--- src/rtl/vts_pkg.sv ---
`timescale 1ns/1ps
package vts_pkg;

   typedef enum logic [1:0] {
      LK_PICTURE = 2'd0,
      LK_POST    = 2'd1,
      LK_BLANK   = 2'd2,
      LK_PRIME   = 2'd3
   } line_kind_e;

   // Access kinds inside one 8-dot group, by slot index.
   typedef enum logic [1:0] {
      SLOT_NAME = 2'd0,
      SLOT_ATTR = 2'd1,
      SLOT_PLO  = 2'd2,
      SLOT_PHI  = 2'd3
   } slot_e;

   typedef struct packed {
      logic nt;
      logic attr;
      logic plo;
      logic phi;
      logic dnt;
   } fetch_stb_t;

endpackage

--- src/rtl/vts_dot_counter.sv ---
`timescale 1ns/1ps
module vts_dot_counter #(
   parameter int DOTS  = 341,
   parameter int DOT_W = 9
) (
   input  logic             clk,
   input  logic             rst,
   output logic [DOT_W-1:0] dot,
   output logic             line_end
);
   localparam logic [DOT_W-1:0] LAST_DOT = DOT_W'(DOTS - 1);

   if (DOTS < 2) begin : g_bad_dots
      $error("vts_dot_counter: DOTS must be at least 2");
   end
   if ((1 << DOT_W) < DOTS) begin : g_bad_dot_w
      $error("vts_dot_counter: DOT_W too narrow for DOTS");
   end

   logic [DOT_W-1:0] dot_q;

   always_ff @(posedge clk) begin
      if (rst) begin
         dot_q <= '0;
      end else if (dot_q == LAST_DOT) begin
         dot_q <= '0;
      end else begin
         dot_q <= dot_q + 1'b1;
      end
   end

   assign dot      = dot_q;
   assign line_end = (dot_q == LAST_DOT);


   dot_wrap_chk: assert property (@(posedge clk) disable iff (rst)
      (dot_q == LAST_DOT) |=> (dot_q == '0));


   dot_step_chk: assert property (@(posedge clk) disable iff (rst)
      (dot_q != LAST_DOT) |=> (dot_q == $past(dot_q) + 1'b1));


   dot_range_chk: assert property (@(posedge clk) disable iff (rst)
      (dot_q <= LAST_DOT));

endmodule

--- src/rtl/vts_line_counter.sv ---
`timescale 1ns/1ps
module vts_line_counter #(
   parameter int LINES  = 262,
   parameter int LINE_W = 9
) (
   input  logic              clk,
   input  logic              rst,
   input  logic              advance,
   output logic [LINE_W-1:0] line
);
   localparam logic [LINE_W-1:0] LAST_LINE = LINE_W'(LINES - 1);

   if ((1 << LINE_W) < LINES) begin : g_bad_line_w
      $error("vts_line_counter: LINE_W too narrow for LINES");
   end

   logic [LINE_W-1:0] line_q;

   always_ff @(posedge clk) begin
      if (rst) begin
         line_q <= '0;
      end else if (advance) begin
         if (line_q == LAST_LINE) begin
            line_q <= '0;
         end else begin
            line_q <= line_q + 1'b1;
         end
      end
   end

   assign line = line_q;


   line_wrap_chk: assert property (@(posedge clk) disable iff (rst)
      (advance && line_q == LAST_LINE) |=> (line_q == '0));


   line_hold_chk: assert property (@(posedge clk) disable iff (rst)
      !advance |=> $stable(line_q));

endmodule

--- src/rtl/vts_line_classifier.sv ---
`timescale 1ns/1ps
module vts_line_classifier
   import vts_pkg::*;
#(
   parameter int PIC_LINES   = 240,
   parameter int POST_LINES  = 1,
   parameter int BLANK_LINES = 20,
   parameter int LINE_W      = 9
) (
   input  logic              clk,
   input  logic              rst,
   input  logic [LINE_W-1:0] line,
   output line_kind_e        kind,
   output logic              blank,
   output logic              fetch_line
);
   localparam int               TOTAL      = PIC_LINES + POST_LINES + BLANK_LINES + 1;
   localparam logic [LINE_W-1:0] POST_FIRST  = LINE_W'(PIC_LINES);
   localparam logic [LINE_W-1:0] BLANK_FIRST = LINE_W'(PIC_LINES + POST_LINES);
   localparam logic [LINE_W-1:0] PRIME_LINE  = LINE_W'(TOTAL - 1);

   if (PIC_LINES < 1 || BLANK_LINES < 1 || POST_LINES < 0) begin : g_bad_lines
      $error("vts_line_classifier: line counts out of range");
   end

   always_comb begin
      if (line < POST_FIRST) begin
         kind = LK_PICTURE;
      end else if (line < BLANK_FIRST) begin
         kind = LK_POST;
      end else if (line < PRIME_LINE) begin
         kind = LK_BLANK;
      end else begin
         kind = LK_PRIME;
      end
   end

   assign blank      = (line >= BLANK_FIRST) && (line < PRIME_LINE);
   assign fetch_line = (line < POST_FIRST) || (line == PRIME_LINE);


   blank_kind_chk: assert property (@(posedge clk) disable iff (rst)
      blank |-> (kind == LK_BLANK));


   prime_fetch_chk: assert property (@(posedge clk) disable iff (rst)
      (kind == LK_PRIME) |-> fetch_line);


   idle_kind_chk: assert property (@(posedge clk) disable iff (rst)
      (kind == LK_POST || kind == LK_BLANK) |-> !fetch_line);

endmodule

--- src/rtl/vts_fetch_decoder.sv ---
`timescale 1ns/1ps
module vts_fetch_decoder
   import vts_pkg::*;
#(
   parameter int DOTS        = 341,
   parameter int BG_DOTS     = 256,
   parameter int SPR_GROUPS  = 8,
   parameter int PRE_GROUPS  = 2,
   parameter bit TAIL_FETCH  = 1'b1,
   parameter int DOT_W       = 9
) (
   input  logic             clk,
   input  logic             rst,
   input  logic [DOT_W-1:0] dot,
   input  logic             fetch_line,
   input  logic             enable,
   output fetch_stb_t       stb
);
   localparam int GROUP      = 8;
   localparam int SPR_FIRST  = BG_DOTS + 1;
   localparam int SPR_LAST   = BG_DOTS + SPR_GROUPS * GROUP;
   localparam int PRE_FIRST  = SPR_LAST + 1;
   localparam int PRE_LAST   = SPR_LAST + PRE_GROUPS * GROUP;
   localparam int TAIL_FIRST = PRE_LAST + 1;

   localparam logic [DOT_W-1:0] BG_HI   = DOT_W'(BG_DOTS);
   localparam logic [DOT_W-1:0] SPR_LO  = DOT_W'(SPR_FIRST);
   localparam logic [DOT_W-1:0] SPR_HI  = DOT_W'(SPR_LAST);
   localparam logic [DOT_W-1:0] PRE_LO  = DOT_W'(PRE_FIRST);
   localparam logic [DOT_W-1:0] PRE_HI  = DOT_W'(PRE_LAST);
   localparam logic [DOT_W-1:0] TAIL_LO = DOT_W'(TAIL_FIRST);

   if (BG_DOTS % GROUP != 0 || BG_DOTS < GROUP) begin : g_bad_bg
      $error("vts_fetch_decoder: BG_DOTS must be a nonzero multiple of 8");
   end
   if (DOTS != TAIL_FIRST + 4) begin : g_bad_span
      $error("vts_fetch_decoder: DOTS must equal the fetch windows plus a 4-dot tail");
   end

   logic             odd_dot;
   logic [DOT_W-1:0] offset;
   slot_e            slot;
   logic             in_bg, in_spr, in_pre, in_tail;
   logic             active;

   assign odd_dot = dot[0];
   assign offset  = dot - 1'b1;
   assign slot    = slot_e'(offset[2:1]);
   assign active  = enable && fetch_line && odd_dot;

   assign in_bg  = (dot != '0) && (dot <= BG_HI);
   assign in_spr = (dot >= SPR_LO) && (dot <= SPR_HI);
   assign in_pre = (dot >= PRE_LO) && (dot <= PRE_HI);

   if (TAIL_FETCH) begin : g_tail
      assign in_tail = (dot >= TAIL_LO);
   end else begin : g_no_tail
      assign in_tail = 1'b0;
   end

   logic tile_win;
   assign tile_win = in_bg || in_pre;

   always_comb begin
      stb = '0;
      if (active) begin
         if (tile_win) begin
            unique case (slot)
               SLOT_NAME: stb.nt   = 1'b1;
               SLOT_ATTR: stb.attr = 1'b1;
               SLOT_PLO:  stb.plo  = 1'b1;
               SLOT_PHI:  stb.phi  = 1'b1;
            endcase
         end else if (in_spr) begin
            unique case (slot)
               SLOT_NAME, SLOT_ATTR: stb.dnt = 1'b1;
               SLOT_PLO:             stb.plo = 1'b1;
               SLOT_PHI:             stb.phi = 1'b1;
            endcase
         end else if (in_tail) begin
            stb.nt = 1'b1;
         end
      end
   end


   one_strobe_chk: assert property (@(posedge clk) disable iff (rst)
      $onehot0(stb));


   even_quiet_chk: assert property (@(posedge clk) disable iff (rst)
      !dot[0] |-> (stb == '0));


   off_quiet_chk: assert property (@(posedge clk) disable iff (rst)
      !enable |-> (stb == '0));


   line_quiet_chk: assert property (@(posedge clk) disable iff (rst)
      !fetch_line |-> (stb == '0));


   dummy_window_chk: assert property (@(posedge clk) disable iff (rst)
      stb.dnt |-> (dot >= SPR_LO && dot <= SPR_HI));

endmodule

--- src/rtl/vid_timing_seq.sv ---
`timescale 1ns/1ps
module vid_timing_seq
   import vts_pkg::*;
#(
   parameter int DOTS_PER_LINE = 341,
   parameter int PIC_LINES     = 240,
   parameter int POST_LINES    = 1,
   parameter int BLANK_LINES   = 20,
   parameter int BG_DOTS       = 256,
   parameter int SPR_GROUPS    = 8,
   parameter int PRE_GROUPS    = 2,
   parameter bit TAIL_FETCH    = 1'b1,
   localparam int TOTAL_LINES  = PIC_LINES + POST_LINES + BLANK_LINES + 1,
   localparam int DOT_W        = $clog2(DOTS_PER_LINE),
   localparam int LINE_W       = $clog2(TOTAL_LINES)
) (
   input  logic              clk,
   input  logic              rst,
   input  logic              render_en,
   output logic [DOT_W-1:0]  dot_cnt,
   output logic [LINE_W-1:0] line_cnt,
   output logic [1:0]        line_kind,
   output logic              vblank,
   output logic              fetch_nt,
   output logic              fetch_attr,
   output logic              fetch_pat_lo,
   output logic              fetch_pat_hi,
   output logic              fetch_nt_dummy
);
   localparam logic [DOT_W-1:0]  LAST_DOT    = DOT_W'(DOTS_PER_LINE - 1);
   localparam logic [LINE_W-1:0] BLANK_FIRST = LINE_W'(PIC_LINES + POST_LINES);

   logic       line_end;
   logic       fetch_line;
   line_kind_e kind;
   fetch_stb_t stb;

   vts_dot_counter #(
      .DOTS  (DOTS_PER_LINE),
      .DOT_W (DOT_W)
   ) u_dots (
      .clk      (clk),
      .rst      (rst),
      .dot      (dot_cnt),
      .line_end (line_end)
   );

   vts_line_counter #(
      .LINES  (TOTAL_LINES),
      .LINE_W (LINE_W)
   ) u_lines (
      .clk     (clk),
      .rst     (rst),
      .advance (line_end),
      .line    (line_cnt)
   );

   vts_line_classifier #(
      .PIC_LINES   (PIC_LINES),
      .POST_LINES  (POST_LINES),
      .BLANK_LINES (BLANK_LINES),
      .LINE_W      (LINE_W)
   ) u_class (
      .clk        (clk),
      .rst        (rst),
      .line       (line_cnt),
      .kind       (kind),
      .blank      (vblank),
      .fetch_line (fetch_line)
   );

   vts_fetch_decoder #(
      .DOTS       (DOTS_PER_LINE),
      .BG_DOTS    (BG_DOTS),
      .SPR_GROUPS (SPR_GROUPS),
      .PRE_GROUPS (PRE_GROUPS),
      .TAIL_FETCH (TAIL_FETCH),
      .DOT_W      (DOT_W)
   ) u_fetch (
      .clk        (clk),
      .rst        (rst),
      .dot        (dot_cnt),
      .fetch_line (fetch_line),
      .enable     (render_en),
      .stb        (stb)
   );

   assign line_kind      = kind;
   assign fetch_nt       = stb.nt;
   assign fetch_attr     = stb.attr;
   assign fetch_pat_lo   = stb.plo;
   assign fetch_pat_hi   = stb.phi;
   assign fetch_nt_dummy = stb.dnt;


   line_step_chk: assert property (@(posedge clk) disable iff (rst)
      (dot_cnt == LAST_DOT) |=> (line_cnt != $past(line_cnt)));


   vblank_rise_chk: assert property (@(posedge clk) disable iff (rst)
      $rose(vblank) |-> (line_cnt == BLANK_FIRST && dot_cnt == '0));


   run_when_off_chk: assert property (@(posedge clk) disable iff (rst)
      (!render_en && dot_cnt != LAST_DOT) |=> (dot_cnt != $past(dot_cnt)));

endmodule

--- config.mk ---
export PLATFORM = sky130hd
export DESIGN_NAME = vid_timing_seq
export DESIGN_NICKNAME = d
export VERILOG_FILES = /design/src/rtl/vts_pkg.sv /design/src/rtl/vts_dot_counter.sv /design/src/rtl/vts_line_counter.sv /design/src/rtl/vts_line_classifier.sv /design/src/rtl/vts_fetch_decoder.sv /design/src/rtl/vid_timing_seq.sv
export SDC_FILE = /design/constraint.sdc
export NUM_CORES = 1
export LEC_CHECK = 0
export BUFFER_PORTS_ARGS = -buffer_cell sky130_fd_sc_hd__buf_4
export CAP_MARGIN = 15
export CORE_ASPECT_RATIO = 0.7
export CORE_MARGIN = 5
export CORE_UTILIZATION = 52
export CTS_CLUSTER_SIZE = 8
export DETAILED_ROUTE_END_ITERATION = 16
export PLACE_DENSITY = 0.87
export SETUP_SLACK_MARGIN = 0.1
export SLEW_MARGIN = 5
export SYNTH_ARGS = -nofsm -noshare
export SYNTH_HDL_FRONTEND = slang
export SYNTH_SLANG_ARGS = --single-unit
--- constraint.sdc ---
create_clock -name clk -period 2.45 [get_ports clk]
set_input_delay 0.49 -clock clk [delete_from_list [all_inputs] [get_ports clk]]
set_output_delay 0.49 -clock clk [all_outputs]
set_load 0.02 [all_outputs]
Word level (Yosys, flattened, before mapping) --
Index checks and enable logic that the tools add are counted.
Operators by class: add/sub/neg operators 3, magnitude comparators 10, eq/ne operators 5, multiplexer cells 17, reduce and logical (&&, ||, !) cells 12
Operators with widths (number):
- $ge 9x9->1 const B | 3
- $le 9x9->1 const B | 3
- $add 9x1->9 const B | 2
- $eq 9x9->1 const B | 2
- $lt 9x8->1 const B | 2
- $mux 1 | 11
- $ge 9x8->1 const B | 1
- $lt 9x9->1 const B | 1
- $mux 9 | 1
- $reduce_bool 9->1 | 1
- $logic_and 1x1->1 | 6
- $mux 2 | 3
- $mux 5 | 1
- $eq 2x2->1 const B | 2
- $reduce_or 2->1 | 2
- $mux 3 | 1
- $sub 3x1->3 const B | 1
- $eq 2x1->1 const B | 1
- $logic_not 2->1 | 1
- $logic_or 1x1->1 | 2
Storage, ports and cells: register bits after elaboration 18, input bits 3, output and inout bits 26, word-level logic and storage cells 49

Logic depth before layout (Yosys ltp) --
Gate-level depths: netlist of the first run.
depth after elaboration 7, mapped depth 7

By module --
Synthesis of the first run repeated with hierarchy kept, for this count alone.
Unflattened totals: cells, all modules 137, area, all modules 1183.6 sq um
Modules (own cells, without submodules):
- vts_dot_counter | times used 1, cells an instance 47, area each 421.7 sq um, sequential area each 180.2 sq um
- vts_line_counter | times used 1, cells an instance 46, area each 420.4 sq um, sequential area each 180.2 sq um
- vts_fetch_decoder | times used 1, cells an instance 31, area each 246.5 sq um, sequential area each 0.0 sq um
- vts_line_classifier | times used 1, cells an instance 13, area each 95.1 sq um, sequential area each 0.0 sq um

Worst setup path before layout of the first run --
OpenSTA, ideal clock, no wires.
path type flip-flop to output port, start point register u_lines.line_q[4] (netlist: u_lines.line[4]), end point output fetch_attr, arrival 2244 ps, path slack -284 ps, stages on the path, launching flop included 5, cells stage by stage dfxtp_1 -> or4_1 -> nor3_1 -> o211ai_1 -> nor4_1
On the way: longest elaborated chain between the ends 5, elaborated cells on any way between the ends 6
RTL lines:
- start: declaration | RTL line vts_line_counter.sv:17 | logic [LINE_W-1:0] line_q;
- start signal: assignment | RTL line vts_line_counter.sv:26 | line_q <= line_q + 1'b1;
- $lt 9x8->1 / $eq 9x9->1 (equally long branches) | RTL line vts_line_classifier.sv:39 | assign fetch_line = (line < POST_FIRST) || (line == PRIME_LINE);
- $logic_or 1x1->1 (*) | RTL line vts_line_classifier.sv:39
- $logic_and 1x1->1 (*) (2 in series) | RTL line vts_fetch_decoder.sv:49 | assign active = enable && fetch_line && odd_dot;
- $mux 5 (*) | RTL line vts_fetch_decoder.sv:66 | if (active) begin
- end: declaration | RTL line vid_timing_seq.sv:25 | output logic fetch_attr,
Mark *: on every way between the ends. The rest lies on a longest branch, timed or not.

Worst setup path after layout of the first run --
start point register u_dots.dot_q[0] (netlist: u_dots.dot[0]), end point output fetch_nt_dummy
On the way: longest elaborated chain between the ends 7, elaborated cells on any way between the ends 19
RTL lines:
- start: declaration | RTL line vts_dot_counter.sv:20 | logic [DOT_W-1:0] dot_q;
- start signal: assignment | RTL line vts_dot_counter.sv:28 | dot_q <= dot_q + 1'b1;
- $sub 3x1->3 | RTL line vts_fetch_decoder.sv:47 | assign offset = dot - 1'b1;
- $eq 2x1->1 / $logic_not 2->1 (equally long branches) | RTL line vts_fetch_decoder.sv:75 | unique case (slot)
- $reduce_or 2->1 | RTL line vts_fetch_decoder.sv:75
- $mux 1 | RTL line vts_fetch_decoder.sv:75
- $mux 3 | RTL line vts_fetch_decoder.sv:74 | end else if (in_spr) begin
- $mux 1 | RTL line vts_fetch_decoder.sv:67 | if (tile_win) begin
- $mux 5 (*) | RTL line vts_fetch_decoder.sv:66
- end: declaration | RTL line vid_timing_seq.sv:28 | output logic fetch_nt_dummy
Marked as above.

==> results of run 1 <==
## final timing paths
check	from	endpoint	slack [ns]	cells after the start
max	u_dots.dot[0]	fetch_nt_dummy	-0.36	5
min	rst	u_lines.line[1]	0.37	2
max reg2reg	u_dots.dot[0]	u_dots.dot[2]	0.42	7
min reg2reg	u_dots.dot[0]	u_dots.dot[0]	0.56	2
## state kept, by name, summed over array words and instances (netlist names)
| signal | count |
|---|---|
| u_dots.dot | 9 |
| u_lines.line | 9 |
## per-stage QoR
step | setup WS, ns | hold slack (ns)
after global placement | 0.0707 | 0.531
after detailed placement | -0.00524 | 0.548
after global routing | -0.403 | 0.358
after floorplan | 0.00421 | 0.505
final | -0.362 | 0.365
after CTS | -0.348 | 0.368
## critical path: stages, from the launching register on
cell and delay (ns):
dfxtp_2 0.35, or4_4 0.54, or3_4 0.37, a221o_1 0.37, nor4_4 0.18, buf_4 0.19
## cell type report
| cell class | count | area share (%) |
|---|---|---|
| clock buffers | 4 | 2.03 |
| inverters | 7 | 1.61 |
| multi-input cells | 119 | 53.0 |
| flip-flops and latches | 18 | 20.8 |
| well taps | 32 | 2.24 |
| repair buffers | 47 | 20.4 |
## logic make-up (layout without fill, tap and decap cells)
| group | Yosys count | count (layout) | synth area share [%] |
|---|---|---|---|
| compound gates | 22 | 22 | 13.1 |
| xor+xnor | 14 | 14 | 10.4 |
| fa+ha+maj | 6 | 6 | 6.35 |
| buf+inv | 13 | 58 | 4.76 |
| flops | 18 | 18 | 30.5 |
| mux | 1 | 1 | 0.847 |
| simple gates | 76 | 76 | 34.1 |
## per-layer routing
layer	global-route usage, %	part of all wire, %
met5	0	0
met3	5.23	10
met4	4.71	1.1
met1	33.2	45
met2	35.2	44
## power by group
group / switching (mW) / internal (mW) / leakage (nW) / total, mW
clock network: 0.108 / 0.0910 / 0.0210 / 0.199
logic: 0.111 / 0.0885 / 0.507 / 0.200
registers: 0.00330 / 0.296 / 0.149 / 0.300
## cells in the final DEF, fill, tap and decap left out, types with 2 or more instances in the layout
master	instances
a21o_1	2
a21oi_1	3
buf_4	44
buf_6	3
clkbuf_4	3
dfxtp_1	11
dfxtp_2	6
ha_1	3
ha_2	2
inv_1	5
nand2_1	11
nand2b_1	4
nand3_1	6
nand4_1	2
nor2_1	22
nor3_1	5
nor4_1	5
nor4_4	2
o21ai_0	2
or3_1	2
or4_4	4
xnor2_1	12
## what timing repair did
action	CTS	global route
setup buffers	3	3
resized for setup	16	14
hold buffers	0	0
pin swaps	5	7
endpoints found under the setup margin	7	7
==> impl_metrics.tcl, run 1 <==
set metrics [dict create \
    yosys-top-cells-area "dfxtp_1 (30%), xnor2_1 (8.9%), nor2_1 (7.6%)" \
    power_density_nw_per_um2 391 \
    final_area_sq_um 1790 \
    numCtsBuffers 3 \
    wirelength_microns 3970 \
    power_mw 0.699 \
    path_clk_slew_ns 0.12 \
    clk_latency_ns 0.32 \
    peakVddDrop_mv 0.340 \
    violations "negative setup slack" \
    finalSetupTns_ns -1.40 \
    core-area_sq_um 2150 \
    arrival_ns 2.32 \
    outcome "finished with violations" \
    synthTopCellsByCount "nor2_1 (24), dfxtp_1 (18), xnor2_1 (12), nand2_1 (11)" \
    wl_per_cell_microns 17.5 \
    fillerInstances 133 \
    grt_pass1_vias 1215 \
    p_leak_nw 0.677 \
    num_vias 1344 \
    portBuffers 28 \
    dp.cells 217 \
    slew-limit-headroom_pct 68.9 \
    multi_input_area_sq_um 947 \
    synth_most_common_cell "nor2_1" \
    placed_area_sq_um 1590 \
    drtIter0Drc 144 \
    clock-root-buffer "clkbuf_4" \
    vias_per_cell 5.92 \
    ys_ff_latch 18 \
    layout-drive-gt1-share_pct 44.6 \
    stdcell_count 227 \
    drv_cap 0 \
    path_max_fanout 3 \
    synth_edf_count 0 \
    ys_types 40 \
    finalCriticalPeriod_ns 2.81 \
    std_cell_rows 14 \
    ant_nets 0 \
    rsz0062_at_grt "true" \
    synth-async-reset-ratio_pct 0 \
    tritoncts "yes" \
    fin_util_pct 83.0 \
    fin_skew_ns 0.0143 \
    yosysSeqAreaShare_pct 30.5 \
    htree_levels 1 \
    grt_antenna_before_repair 0 \
    worst_setup_path_end_kind "output port" \
    gp_congestion 0.847 \
    syn_avg_cell_area_sq_um 7.88 \
    synthToLayoutAreaGrowth_pct 51.2 \
    hold_path.class "primary input to register" \
    worst_slew_pin_slew_ns 0.462 \
    syn_inst 150 \
    grt_max_degree 11 \
    yosysTopAreaCell "dfxtp_1" \
    die_height_microns 49.9 \
    clock-sinks 18 \
    antenna_cells 0 \
    ys_warn_count 0 \
    path_class "register to output port" \
    slew_viol_final 0 \
    die_area_sq_um 3340 \
    fmax_ghz 0.356 \
    hold_viol_final 0 \
    syn_nets 159 \
    grt_pass1_wl_microns 5920 \
    worst_slack_ns -0.362 \
    yosysTopAreaCellShare_pct 30.5 \
    grt_overflow 0 \
    top_level_ports 29 \
    clockBufferDepth 2 \
    drtPass1Iterations 4 \
    start_util_pct 54.9 \
    cp.required_ns 1.96 \
    regArea_sq_um 372 \
    setup_viol 5 \
    drc_errors 0 \
    ys.flop_type "dfxtp_1" \
    dpl.hpwl_microns 2670 \
    fin_crit_sh_pct 115 \
    die_x_microns 67.0 \
    startpoint_type "register" \
    fin_nets 205 \
    netlist_area_sq_um 1180 \
    gr-usage-all-layers_pct 23.2 \
]
Power figures use the tool's default switching activity.
==> run 2, diff against run 1 <==
==> constraint.sdc (replaced) <==
create_clock -name clk -period 2.45 [get_ports clk]
set_input_delay 0.6125 -clock clk [delete_from_list [all_inputs] [get_ports clk]]
set_output_delay 0.6125 -clock clk [all_outputs]
set_load 0.02 [all_outputs]
==> impl_metrics.tcl, run 2 (same netlist as run 1, synthesis figures left out) <==
set metrics [dict create \
    layout_commonest_cell "buf_4" \
    p_leak_nw 0.716 \
    grt_overflow 0 \
    dpl.hpwl_microns 2900 \
    crit_chain "or4_4 > or3_4 > a221oi_4 > buf_4 > a211oi_4 > buf_6" \
    numCtsBuffers 3 \
    htree_levels 1 \
    worst_setup_path_end_kind "output port" \
    dp.cells 225 \
    start_util_pct 54.9 \
    cp_slowest_cell "or4_4" \
    wl_per_cell_microns 17.4 \
    stdcell_count 231 \
    slew-limit-headroom_pct 68.0 \
    drtIter0Drc 103 \
    fillerInstances 137 \
    p_clk_share_pct 28.9 \
    placed_area_sq_um 1690 \
    path_clk_slew_ns 0.11 \
    whs_ns 0.491 \
    rsz0062_at_grt "true" \
    grt_max_degree 11 \
    pwr-share-seq_pct 44.7 \
    setup_viol 7 \
    clk_latency_ns 0.31 \
    startpoint_type "register" \
    fin_util_pct 83.3 \
    fmax_ghz 0.345 \
    switching_power_mw 0.206 \
    final_cell_mix "buf_4 (49), nor2_1 (23), xnor2_1 (12)" \
    grt_pass1_wl_microns 6270 \
    comb_power_share_pct 26.5 \
    outcome "finished with violations" \
    slew_viol_final 0 \
    synthToLayoutAreaGrowth_pct 51.9 \
    wirelength_microns 4010 \
    arrival_ns 2.29 \
    clock-root-buffer "clkbuf_4" \
    ant_nets 0 \
    violations "negative setup slack" \
    fin_nets 209 \
    drc_errors 0 \
    cts_hold_buf 0 \
    clockBufferDepth 2 \
    fin_skew_ns 0.00377 \
    drv_cap 0 \
    hold_path.class "primary input to register" \
    final_area_sq_um 1800 \
    layout-drive-gt1-share_pct 42.7 \
    finalSetupTns_ns -2.24 \
    die_area_sq_um 3340 \
    die_height_microns 49.9 \
    tritoncts "yes" \
    grt_pass1_vias 1308 \
    worstSetupStartpoint "u_dots.dot[0]" \
    std_cell_rows 14 \
    hold_start "rst" \
    multi_input_area_sq_um 926 \
    fin_crit_sh_pct 118 \
    antenna_cells 0 \
    die_x_microns 67.0 \
    path_max_fanout 4 \
    timing.rr.start "u_dots.dot[1]" \
    grt_antenna_before_repair 0 \
    gr-usage-all-layers_pct 25.0 \
    sw_frac_of_total_pct 30.8 \
    power_density_nw_per_um2 372 \
    worst_slack_ns -0.452 \
    regArea_sq_um 377 \
    hold_viol_final 0 \
    finalCriticalPeriod_ns 2.90 \
    num_vias 1372 \
    path_class "register to output port" \
    portBuffers 28 \
    gp_congestion 0.846 \
    core-area_sq_um 2150 \
    cp.required_ns 1.84 \
    drtPass1Iterations 4 \
    vias_per_cell 5.94 \
    slowest_delay_ns 0.53 \
    peakVddDrop_mv 0.373 \
    top_level_ports 29 \
    p_int_mw 0.463 \
    clock-sinks 18 \
    worst_slew_pin_slew_ns 0.476 \
]
-- run 2: per-layer routing --
layer | up-vias | part of all wire [%] | GRT usage [%]
met5 | - | 0 | 0
met4 | 0 | 2.1 | 10.1
met3 | 9 | 7.7 | 6.36
met2 | 64 | 47 | 38.5
met1 | 665 | 43 | 32.8
li1 | 634 | - | -
-- run 2: final cells by class --
class | count | share of cell area, %
Inverter | 7 | 1.46
Multi-Input combinational cell | 119 | 51.6
Timing Repair Buffer | 51 | 21.7
Sequential cell | 18 | 21.0
Clock buffer | 4 | 2.02
Tap cell | 32 | 2.23
-- run 2: what timing repair did --
action	CTS	global route
gates resized for setup	4	10
endpoints found under the setup margin	7	8
buffers inserted	2	0
pin swaps	2	3
cloned	0	0
-- run 2: power groups by stage --
stage          registers (mW)  logic (mW)  clock network [mW]
3_5_place_dp            0.305       0.157                   0
2_1_floorplan           0.312      0.0940                   0
4_1_cts                 0.298       0.165               0.196
6_report                0.298       0.177               0.193
3_3_place_gp            0.304       0.151                   0
5_1_grt                 0.299       0.187               0.209
-- run 2: per-stage QoR --
step / worst slack [ns] / total power [mW]
after global placement: -0.0618 / 0.455
final: -0.452 / 0.668
after global routing: -0.503 / 0.695
after detailed placement: -0.112 / 0.461
after CTS: -0.419 / 0.659
after floorplan: -0.118 / 0.406
-- run 2: critical path: cells and delay by family (launching register included) --
| family | cells | cell delay, ns |
|---|---|---|
| buf+inv | 2 | 0.32 |
| compound gates | 2 | 0.40 |
| flops | 1 | 0.37 |
| simple gates | 2 | 0.90 |
-- run 2: worst paths after layout --
| path | cells after the start | endpoint | slack [ns] |
|---|---|---|---|
| max | 6 | fetch_pat_hi | -0.45 |
| min | 2 | u_lines.line[0] | 0.49 |
| max reg2reg | 6 | u_lines.line[0] | 0.49 |
| min reg2reg | 2 | u_dots.dot[0] | 0.55 |
